===== config.mk =====
export PLATFORM = sky130hd
export DESIGN_NAME = ptw_walker
export DESIGN_NICKNAME = d
export VERILOG_FILES = /design/src/rtl/ptw_pkg.sv /design/src/rtl/ptw_desc_decode.sv /design/src/rtl/ptw_addr_gen.sv /design/src/rtl/ptw_result_pack.sv /design/src/rtl/ptw_walker.sv
export SDC_FILE = /design/constraint.sdc
export NUM_CORES = 1
export LEC_CHECK = 0
export ABC_AREA = 1
export BUFFER_PORTS_ARGS = -buffer_cell sky130_fd_sc_hd__buf_2
export CAP_MARGIN = 20
export CORE_ASPECT_RATIO = 0.6
export CORE_MARGIN = 2
export CORE_UTILIZATION = 50
export CTS_CLUSTER_SIZE = 8
export DETAILED_ROUTE_END_ITERATION = 6
export HOLD_SLACK_MARGIN = 0.03
export PLACE_DENSITY = 0.81
export SYNTH_ARGS = -nofsm -noshare
export SYNTH_HDL_FRONTEND = slang
export SYNTH_SLANG_ARGS = --single-unit

===== constraint.sdc =====
create_clock -name clk -period 3.7 [get_ports clk]
set_clock_uncertainty 0.1 [all_clocks]
set_input_delay 0.555 -clock clk [delete_from_list [all_inputs] [get_ports clk]]
set_output_delay 0.555 -clock clk [all_outputs]
set_load 0.03 [all_outputs]

===== src/rtl/ptw_pkg.sv =====
package ptw_pkg;

    typedef enum logic [2:0] {
        ST_IDLE,
        ST_L1_ISSUE,
        ST_L1_WAIT,
        ST_L2_ISSUE,
        ST_L2_WAIT,
        ST_REPLY
    } walk_state_e;

    typedef enum logic [2:0] {
        DK_FAULT,
        DK_TABLE,
        DK_SECTION,
        DK_SMALL,
        DK_LARGE
    } desc_kind_e;

    // two-bit type codes carried in descriptor bits [1:0]
    localparam logic [1:0] TC_00 = 2'b00;
    localparam logic [1:0] TC_01 = 2'b01;
    localparam logic [1:0] TC_10 = 2'b10;
    localparam logic [1:0] TC_11 = 2'b11;

endpackage


===== src/rtl/ptw_desc_decode.sv =====
module ptw_desc_decode
    import ptw_pkg::*;
#(
    parameter int LEVEL = 1
) (
    input  logic [1:0] dtype,
    output desc_kind_e kind
);

    generate
        if (LEVEL == 1) begin : g_first
            always_comb begin
                unique case (dtype)
                    TC_01:   kind = DK_TABLE;
                    TC_10:   kind = DK_SECTION;
                    default: kind = DK_FAULT;   // 00 and 11
                endcase
            end
        end else begin : g_second
            always_comb begin
                unique case (dtype)
                    TC_01:   kind = DK_LARGE;
                    TC_10,
                    TC_11:   kind = DK_SMALL;
                    default: kind = DK_FAULT;
                endcase
            end
        end
    endgenerate

endmodule


===== src/rtl/ptw_addr_gen.sv =====
module ptw_addr_gen #(
    parameter int ADDR_W   = 32,
    parameter int L1_IDX_W = 12,
    parameter int L2_IDX_W = 8,
    localparam int L2B_W   = ADDR_W - L2_IDX_W - 2
) (
    input  logic [ADDR_W-1:0]   tbase,
    input  logic [L1_IDX_W-1:0] l1_idx,
    input  logic [L2_IDX_W-1:0] l2_idx,
    input  logic [L2B_W-1:0]    l2_base,
    output logic [ADDR_W-1:0]   l1_addr,
    output logic [ADDR_W-1:0]   l2_addr
);

    logic [ADDR_W-1:0] l1_off;

    always_comb begin
        l1_off  = ADDR_W'(l1_idx) << 2;
        l1_addr = tbase + l1_off;
        l2_addr = {l2_base, l2_idx, 2'b00};
    end

endmodule


===== src/rtl/ptw_result_pack.sv =====
module ptw_result_pack
    import ptw_pkg::*;
#(
    parameter int ADDR_W     = 32,
    parameter int PAGE_SHIFT = 12,
    parameter int L2_IDX_W   = 8,
    localparam int SECT_SHIFT = PAGE_SHIFT + L2_IDX_W,
    localparam int ATTR_W     = PAGE_SHIFT - 2
) (
    input  logic [ADDR_W-1:0] vaddr,
    input  logic [ADDR_W-1:0] desc,
    input  desc_kind_e        kind,
    input  logic              level,
    output logic [ADDR_W-1:0] paddr,
    output logic [ATTR_W-1:0] attr,
    output logic [1:0]        dtype,
    output logic              xn,
    output logic              fault,
    output logic              unsup
);

    always_comb begin
        unique case (kind)
            DK_SECTION: paddr = {desc[ADDR_W-1:SECT_SHIFT], vaddr[SECT_SHIFT-1:0]};
            DK_SMALL:   paddr = {desc[ADDR_W-1:PAGE_SHIFT], vaddr[PAGE_SHIFT-1:0]};
            default:    paddr = '0;
        endcase
        attr  = desc[PAGE_SHIFT-1:2];
        dtype = desc[1:0];
        xn    = level && (kind == DK_SMALL) && (desc[1:0] == TC_11);
        fault = (kind == DK_FAULT);
        unsup = (kind == DK_LARGE);
    end

endmodule


===== src/rtl/ptw_walker.sv =====
module ptw_walker
    import ptw_pkg::*;
#(
    parameter int ADDR_W     = 32,
    parameter int L1_IDX_W   = 12,
    parameter int L2_IDX_W   = 8,
    parameter int PAGE_SHIFT = 12,
    localparam int SECT_SHIFT = PAGE_SHIFT + L2_IDX_W,
    localparam int ATTR_W     = PAGE_SHIFT - 2,
    localparam int L2B_W      = ADDR_W - L2_IDX_W - 2
) (
    input  logic              clk,
    input  logic              rst_n,
    input  logic              req_valid,
    input  logic [ADDR_W-1:0] req_vaddr,
    input  logic [ADDR_W-1:0] req_tbase,
    output logic              busy,
    output logic              resp_valid,
    output logic [ADDR_W-1:0] resp_paddr,
    output logic [ATTR_W-1:0] resp_attr,
    output logic [1:0]        resp_dtype,
    output logic              resp_level,
    output logic              resp_xn,
    output logic              resp_fault,
    output logic              resp_unsup,
    output logic              mem_rd_valid,
    input  logic              mem_rd_ready,
    output logic [ADDR_W-1:0] mem_rd_addr,
    input  logic              mem_rsp_valid,
    input  logic [ADDR_W-1:0] mem_rsp_data
);

    walk_state_e state_q, state_d;

    logic [ADDR_W-1:0] va_q;
    logic [ADDR_W-1:0] tbase_q;
    logic [L2B_W-1:0]  l2base_q;

    logic [ADDR_W-1:0] paddr_q;
    logic [ATTR_W-1:0] attr_q;
    logic [1:0]        dtype_q;
    logic              level_q, xn_q, fault_q, unsup_q;

    logic [ADDR_W-1:0] l1_addr_w, l2_addr_w;
    desc_kind_e        kind_w [2];
    desc_kind_e        kind_sel;
    logic              lvl_sel;

    logic [ADDR_W-1:0] pk_paddr;
    logic [ATTR_W-1:0] pk_attr;
    logic [1:0]        pk_dtype;
    logic              pk_xn, pk_fault, pk_unsup;

    logic accept, l1_done, l2_done, l1_is_table;

    // one descriptor decoder per table level
    generate
        for (genvar g = 0; g < 2; g++) begin : g_dec
            ptw_desc_decode #(.LEVEL(g + 1)) u_dec (
                .dtype (mem_rsp_data[1:0]),
                .kind  (kind_w[g])
            );
        end
    endgenerate

    ptw_addr_gen #(
        .ADDR_W   (ADDR_W),
        .L1_IDX_W (L1_IDX_W),
        .L2_IDX_W (L2_IDX_W)
    ) u_addr (
        .tbase   (tbase_q),
        .l1_idx  (va_q[ADDR_W-1 -: L1_IDX_W]),
        .l2_idx  (va_q[SECT_SHIFT-1:PAGE_SHIFT]),
        .l2_base (l2base_q),
        .l1_addr (l1_addr_w),
        .l2_addr (l2_addr_w)
    );

    assign lvl_sel  = (state_q == ST_L2_WAIT);
    assign kind_sel = lvl_sel ? kind_w[1] : kind_w[0];

    ptw_result_pack #(
        .ADDR_W     (ADDR_W),
        .PAGE_SHIFT (PAGE_SHIFT),
        .L2_IDX_W   (L2_IDX_W)
    ) u_pack (
        .vaddr (va_q),
        .desc  (mem_rsp_data),
        .kind  (kind_sel),
        .level (lvl_sel),
        .paddr (pk_paddr),
        .attr  (pk_attr),
        .dtype (pk_dtype),
        .xn    (pk_xn),
        .fault (pk_fault),
        .unsup (pk_unsup)
    );

    assign accept      = (state_q == ST_IDLE) && req_valid;
    assign l1_done     = (state_q == ST_L1_WAIT) && mem_rsp_valid;
    assign l2_done     = (state_q == ST_L2_WAIT) && mem_rsp_valid;
    assign l1_is_table = (kind_w[0] == DK_TABLE);

    // next-state logic
    always_comb begin
        state_d = state_q;
        unique case (state_q)
            ST_IDLE:     if (req_valid)     state_d = ST_L1_ISSUE;
            ST_L1_ISSUE: if (mem_rd_ready)  state_d = ST_L1_WAIT;
            ST_L1_WAIT:  if (mem_rsp_valid) state_d = l1_is_table ? ST_L2_ISSUE : ST_REPLY;
            ST_L2_ISSUE: if (mem_rd_ready)  state_d = ST_L2_WAIT;
            ST_L2_WAIT:  if (mem_rsp_valid) state_d = ST_REPLY;
            ST_REPLY:                       state_d = ST_IDLE;
            default:                        state_d = ST_IDLE;
        endcase
    end

    // state register
    always_ff @(posedge clk or negedge rst_n) begin
        if (!rst_n) state_q <= ST_IDLE;
        else        state_q <= state_d;
    end

    // request capture and walk context
    always_ff @(posedge clk or negedge rst_n) begin
        if (!rst_n) begin
            va_q     <= '0;
            tbase_q  <= '0;
            l2base_q <= '0;
        end else begin
            if (accept) begin
                va_q    <= req_vaddr;
                tbase_q <= req_tbase;
            end
            if (l1_done && l1_is_table)
                l2base_q <= mem_rsp_data[ADDR_W-1:L2_IDX_W+2];
        end
    end

    // result capture at the terminating descriptor
    always_ff @(posedge clk or negedge rst_n) begin
        if (!rst_n) begin
            paddr_q <= '0;
            attr_q  <= '0;
            dtype_q <= '0;
            level_q <= 1'b0;
            xn_q    <= 1'b0;
            fault_q <= 1'b0;
            unsup_q <= 1'b0;
        end else if ((l1_done && !l1_is_table) || l2_done) begin
            paddr_q <= pk_paddr;
            attr_q  <= pk_attr;
            dtype_q <= pk_dtype;
            level_q <= lvl_sel;
            xn_q    <= pk_xn;
            fault_q <= pk_fault;
            unsup_q <= pk_unsup;
        end
    end

    // outputs
    always_comb begin
        busy         = (state_q != ST_IDLE);
        resp_valid   = (state_q == ST_REPLY);
        mem_rd_valid = (state_q == ST_L1_ISSUE) || (state_q == ST_L2_ISSUE);
        mem_rd_addr  = (state_q == ST_L2_ISSUE) ? l2_addr_w : l1_addr_w;
        resp_paddr   = paddr_q;
        resp_attr    = attr_q;
        resp_dtype   = dtype_q;
        resp_level   = level_q;
        resp_xn      = xn_q;
        resp_fault   = fault_q;
        resp_unsup   = unsup_q;
    end

endmodule


# After elaboration in Yosys (flattened, before gate mapping)
# Index checks and enable logic that the tools add are counted.
dict set report op_classes {
  n_reduce_logical 15
  eq_ne 17
  n_mux 12
  add_sub_neg 1
}
# operator count
set op_table {}
lappend op_table {{one-hot mux 32 bit (2 select lines)} 1}
lappend op_table {{adder 32 x 14 -> 32 bit} 1}
lappend op_table {{2-to-1 mux 32 bit} 1}
lappend op_table {{2-to-1 mux 3 bit} 7}
lappend op_table {{one-hot mux 3 bit (5 select lines)} 1}
lappend op_table {{equality test 3 x 2 -> 1 bit, second input constant} 4}
lappend op_table {{inequality test 2 bit, second input constant} 5}
lappend op_table {{equality test 3 bit, second input constant} 3}
lappend op_table {{logical AND 1 bit} 7}
lappend op_table {{equality test 3 x 1 -> 1 bit, second input constant} 2}
lappend op_table {{zero test 3 bit} 2}
lappend op_table {{one-hot mux 3 bit (2 select lines)} 1}
lappend op_table {{AND reduction 5 bit} 1}
lappend op_table {{equality test 2 bit, second input constant} 2}
lappend op_table {{one-hot mux 2 bit (2 select lines)} 1}
lappend op_table {{nonzero test 3 bit} 1}
lappend op_table {{equality test 2 x 1 -> 1 bit, second input constant} 1}
lappend op_table {{logical OR 1 bit} 2}
lappend op_table {{OR reduction 2 bit} 1}
lappend op_table {{zero test 1 bit} 1}
dict set report word_totals {
  wordCells 56
  out_inout_bits 83
  reg_bits 137
}

# Depth between registers and ports, before layout
dict set report logic_depth {
  ltp_word 7
  mapped_depth 13
  depth_no_buf 13
}

# Hierarchy
# A second synthesis with hierarchy kept.
dict set report hier_totals {
  cells_unflattened 1182
  hier_area_um2 8271.7
}
# module seq_area_each_um2 area_each_um2 cells_each instances
set modules_own_cells {}
lappend modules_own_cells {ptw_walker 3428.3 5984.5 735 1}
lappend modules_own_cells {ptw_addr_gen 0.0 1716.6 339 1}
lappend modules_own_cells {ptw_result_pack 0.0 525.5 98 1}
lappend modules_own_cells {{ptw_desc_decode at g_dec[0].u_dec} 0.0 26.3 6 1}
lappend modules_own_cells {{ptw_desc_decode at g_dec[1].u_dec} 0.0 18.8 4 1}

# Worst setup path before layout
# No wires, ideal clock.
dict set report synth_timing {
  path_type {register to output}
  start {register tbase_q[2]}
  end {output port mem_rd_addr[8]}
  stages_incl_launch_ff 9
  setup_slack_ns 0.866
  arrival_ns 2.179
  required_ns 3.045
  cell_sequence {dfrtp_1 -> ha_1 -> fa_1 -> nand3_1 -> nand3_1 -> nand2_1 -> nand2_1 -> xnor2_1 -> o21ai_0}
}
dict set report synth_between {
  elab_chain_cells 2
}
# item line
set synth_rtl {}
lappend synth_rtl {{start: declaration} ptw_walker.sv:36} ;# logic [ADDR_W-1:0] tbase_q;
lappend synth_rtl {{start signal: assignment} ptw_walker.sv:133} ;# tbase_q <= req_tbase;
lappend synth_rtl {{adder 32 x 14 -> 32 bit} ptw_addr_gen.sv:19} ;# l1_addr = tbase + l1_off;
lappend synth_rtl {{2-to-1 mux 32 bit} ptw_walker.sv:166} ;# mem_rd_addr = (state_q == ST_L2_ISSUE) ? l2_addr_w : l1_addr_w;
lappend synth_rtl {{end: declaration} ptw_walker.sv:28} ;# output logic [ADDR_W-1:0] mem_rd_addr,
# No other way between the ends.

# Worst setup path in the final report
dict set report layout_timing {
  start {register tbase_q[2]}
  end {output port mem_rd_addr[14]}
}
# Same word-level chain as after synthesis.

==> results.ini <==
[outcome]
status=complete, no violations

[route]
dr_wl_met3_um=1890
firstDrtPassIters=6
route.met2.wl_um=8200
wire_per_inst_um=15.8
wl_met1_um=9210
ant_nets=0
top_layer_used=met4
via_per_inst=5.22
wl_um=19500
via_count=6431
drt-initial-drc-count=491
drc=0

[power]
p_leak_uw=0.00485
irDropWorstVdd_v=0.00128
cellInternalPower_uw=4920
switchingPower_uw=4740
p_seq_frac=0.275
power_frac_comb=0.547
swShare=0.491
clock_power_share=0.178
p_per_area_nw_per_um2=1100

[synth]
synthCells=849
syn_area_um2=7140
ys_warn_count=0
synth_area_leaders=dfrtp_1 (48%), nand2_1 (15%), inv_1 (4.8%), mux2_4 (4.2%), mux2_2 (4.1%)
ys_seq_area_frac=0.480
yosysTopAreaCellShare=0.480
yosys_register_bits=137
synth_top_area_cell=dfrtp_1
synth_cell_type_count=36
syn-mean-instance-area_um2=8.41
syn_nets=963

[clocking]
clockBufferDepth=2
cts_tree=done
cts_root_buf=clkbuf_16
clock_latency_ps=410
cts_buffers=17
cts_setup_buffers=0
cts_sinks=137
htree_levels=4
path_clk_slew_ps=60
cts_hold_buffers=0
cts_resized=0

[sta]
fmax_ghz=0.276
period_share=0.980
holdWs_ps=39.0
tightest_slew_ps=909
finalSetupTns_ps=0
final_period_minus_worst_setup_slack_ps=3620
hold_violations=0
rsz0062_at_grt=no
setup_viol=0
worst_slew_margin_rel=0.394
report.final.slew_viol_count=0

[grt]
grt_usage=0.256
first_global_vias=5832
gr-total-overflow=0
grt_antenna_before_repair=0
grt_pass1_wl_um=29700
grt_max_degree=73

[placed_design]
place.gp.congestion=0.948
dp_hpwl_um=14500
io_buffers=183

[final_layout]
insertedDiodeCount=0
layout-drive-gt1-share=0.282
multi_input_area_um2=3190
seq_area_um2=3430
fillers=1215
nets=1142
syn2layout_area_growth_pct=23.1

[setup_path]
crit_start=tbase_q[2]
crit_type=register to output pin
reg2reg_from=state_q[2]
worst_setup_path_end_kind=output pin
startpoint_type=register
crit_required_ps=3040
crit_fanout=8
cp.arrival_ps=2970

[worst_hold_path]
hold_path_class=input pin to async pin

[floorplan]
dieArea_um2=15300
ios=184
start_util=0.518
rows=33
core_area_um2=13800
die_h_um=96.6
die_w_um=158

[flow_run]
cap_violations=0

[logic make-up after synthesis]
| group | count (synthesis) | share of synthesized area |
|---|---|---|
| AO/OA/AOI/OAI | 101 | 0.0841 |
| XOR/XNOR | 9 | 0.0110 |
| adder cells (fa/ha/maj) | 13 | 0.0238 |
| buffers and inverters | 124 | 0.0736 |
| flip-flops | 137 | 0.480 |
| multiplexers | 46 | 0.0831 |
| AND/OR/NAND/NOR | 419 | 0.244 |
[placed cells by master, fill, tap and decap left out, drive strengths merged]
cell type	netlist	routed
inv	96	101
clkinvlp	0	2
a22o	12	12
fa	1	1
or2	4	4
o21ai	54	54
nor3	11	11
buf	25	188
o22ai	5	5
nand4	2	2
o21bai	1	1
nand3	54	54
a21oi	26	26
nand2	287	287
dfrtp	137	137
xor2	3	3
xnor2	6	6
clkinv	0	5
bufinv	0	2
a31oi	3	3
mux2	46	46
ha	12	12
nor4	1	1
clkbuf	3	18
nor2	57	57
and2	1	1
nand3b	2	2
[sequential cells by signal, summed over array words and instances (netlist names)]
| signal | count |
|---|---|
| resp_paddr | 32 |
| tbase_q | 32 |
| va_q | 32 |
| l2base_q | 22 |
| resp_attr | 10 |
| state_q | 3 |
| resp_dtype | 2 |
| resp_fault | 1 |
| resp_level | 1 |
| resp_unsup | 1 |
| resp_xn | 1 |
[synthesized netlist by cell type]
| library cell | number |
|---|---|
| fa_1 | 1 |
| inv_2 | 5 |
| nor2_4 | 2 |
| buf_6 | 3 |
| and2_1 | 1 |
| nor3_4 | 1 |
| nand2_4 | 2 |
| a22o_1 | 12 |
| ha_1 | 12 |
| nand2_2 | 1 |
| nand3_2 | 1 |
| dfrtp_1 | 137 |
| o21ai_2 | 10 |
| o21ai_1 | 12 |
| a31oi_1 | 3 |
| nor2_2 | 2 |
| mux2_2 | 26 |
| nor4_2 | 1 |
| xnor2_1 | 6 |
| o21ai_0 | 32 |
| nand4_1 | 2 |
| nor3_1 | 10 |
| inv_1 | 91 |
| buf_2 | 18 |
| nand3b_1 | 2 |
| nand3_1 | 53 |
| buf_4 | 4 |
| clkbuf_1 | 3 |
| xor2_1 | 3 |
| nand2_1 | 284 |
| o22ai_1 | 5 |
| or2_2 | 4 |
| mux2_4 | 20 |
| nor2_1 | 53 |
| a21oi_1 | 26 |
| o21bai_1 | 1 |
[per-layer routing]
metal | GRT usage | vias to the layer above
met5 | 0 | -
met4 | 0.0668 | 0
met3 | 0.0593 | 21
met2 | 0.384 | 294
met1 | 0.375 | 3038
li1 | - | 3078
[final timing paths]
path,slack (ps),cells after the start,to
worst max-delay path,80,10,mem_rd_addr[14]
worst min-delay path,40,1,tbase_q[0]
worst max register to register,1320,7,resp_paddr[20]
worst min register to register,380,2,resp_paddr[30]
max in group asynchronous,2690,2,tbase_q[13]
min in group clk,230,3,resp_attr[5]
[critical path, stage by stage (launching register included)]
cell and delay, ps:
dfrtp_1 380, ha_1 270, fa_1 470, nand3_1 120
nand3_1 180, nand3_1 130, nand3_1 310, or2_2 400
nand3_1 70, nand2_1 60, buf_2 180
[area by class of cell]
class                           count  share of cell area
Timing Repair Buffer              188               0.111
Inverter                           96              0.0410
Clock buffer                       18              0.0488
Tap cell                          192              0.0273
Multi-Input combinational cell    588               0.363
Clock inverter                     14              0.0187
Sequential cell                   137               0.390
[power by group through the flow]
stage / registers [uW] / logic (uW) / clock network [uW]
finish: 2660 / 5290 / 1720
global route: 2740 / 5700 / 1800
CTS: 2650 / 5240 / 1740
detailed placement: 2660 / 5200 / 0
global placement: 2640 / 5130 / 0
floorplan: 2950 / 3440 / 0
[per-stage QoR]
step	area [um^2]	power, uW	std cells	util	setup WS (ps)
global placement	8190	7770	1201	0.594	679
finish	8790	9660	1233	0.637	75.8
CTS	8790	9630	1233	0.637	121
global route	8790	10200	1233	0.637	6.31
detailed placement	8190	7870	1201	0.594	572
floorplan	7140	6390	849	-	866
Power figures use the tool's default switching activity.
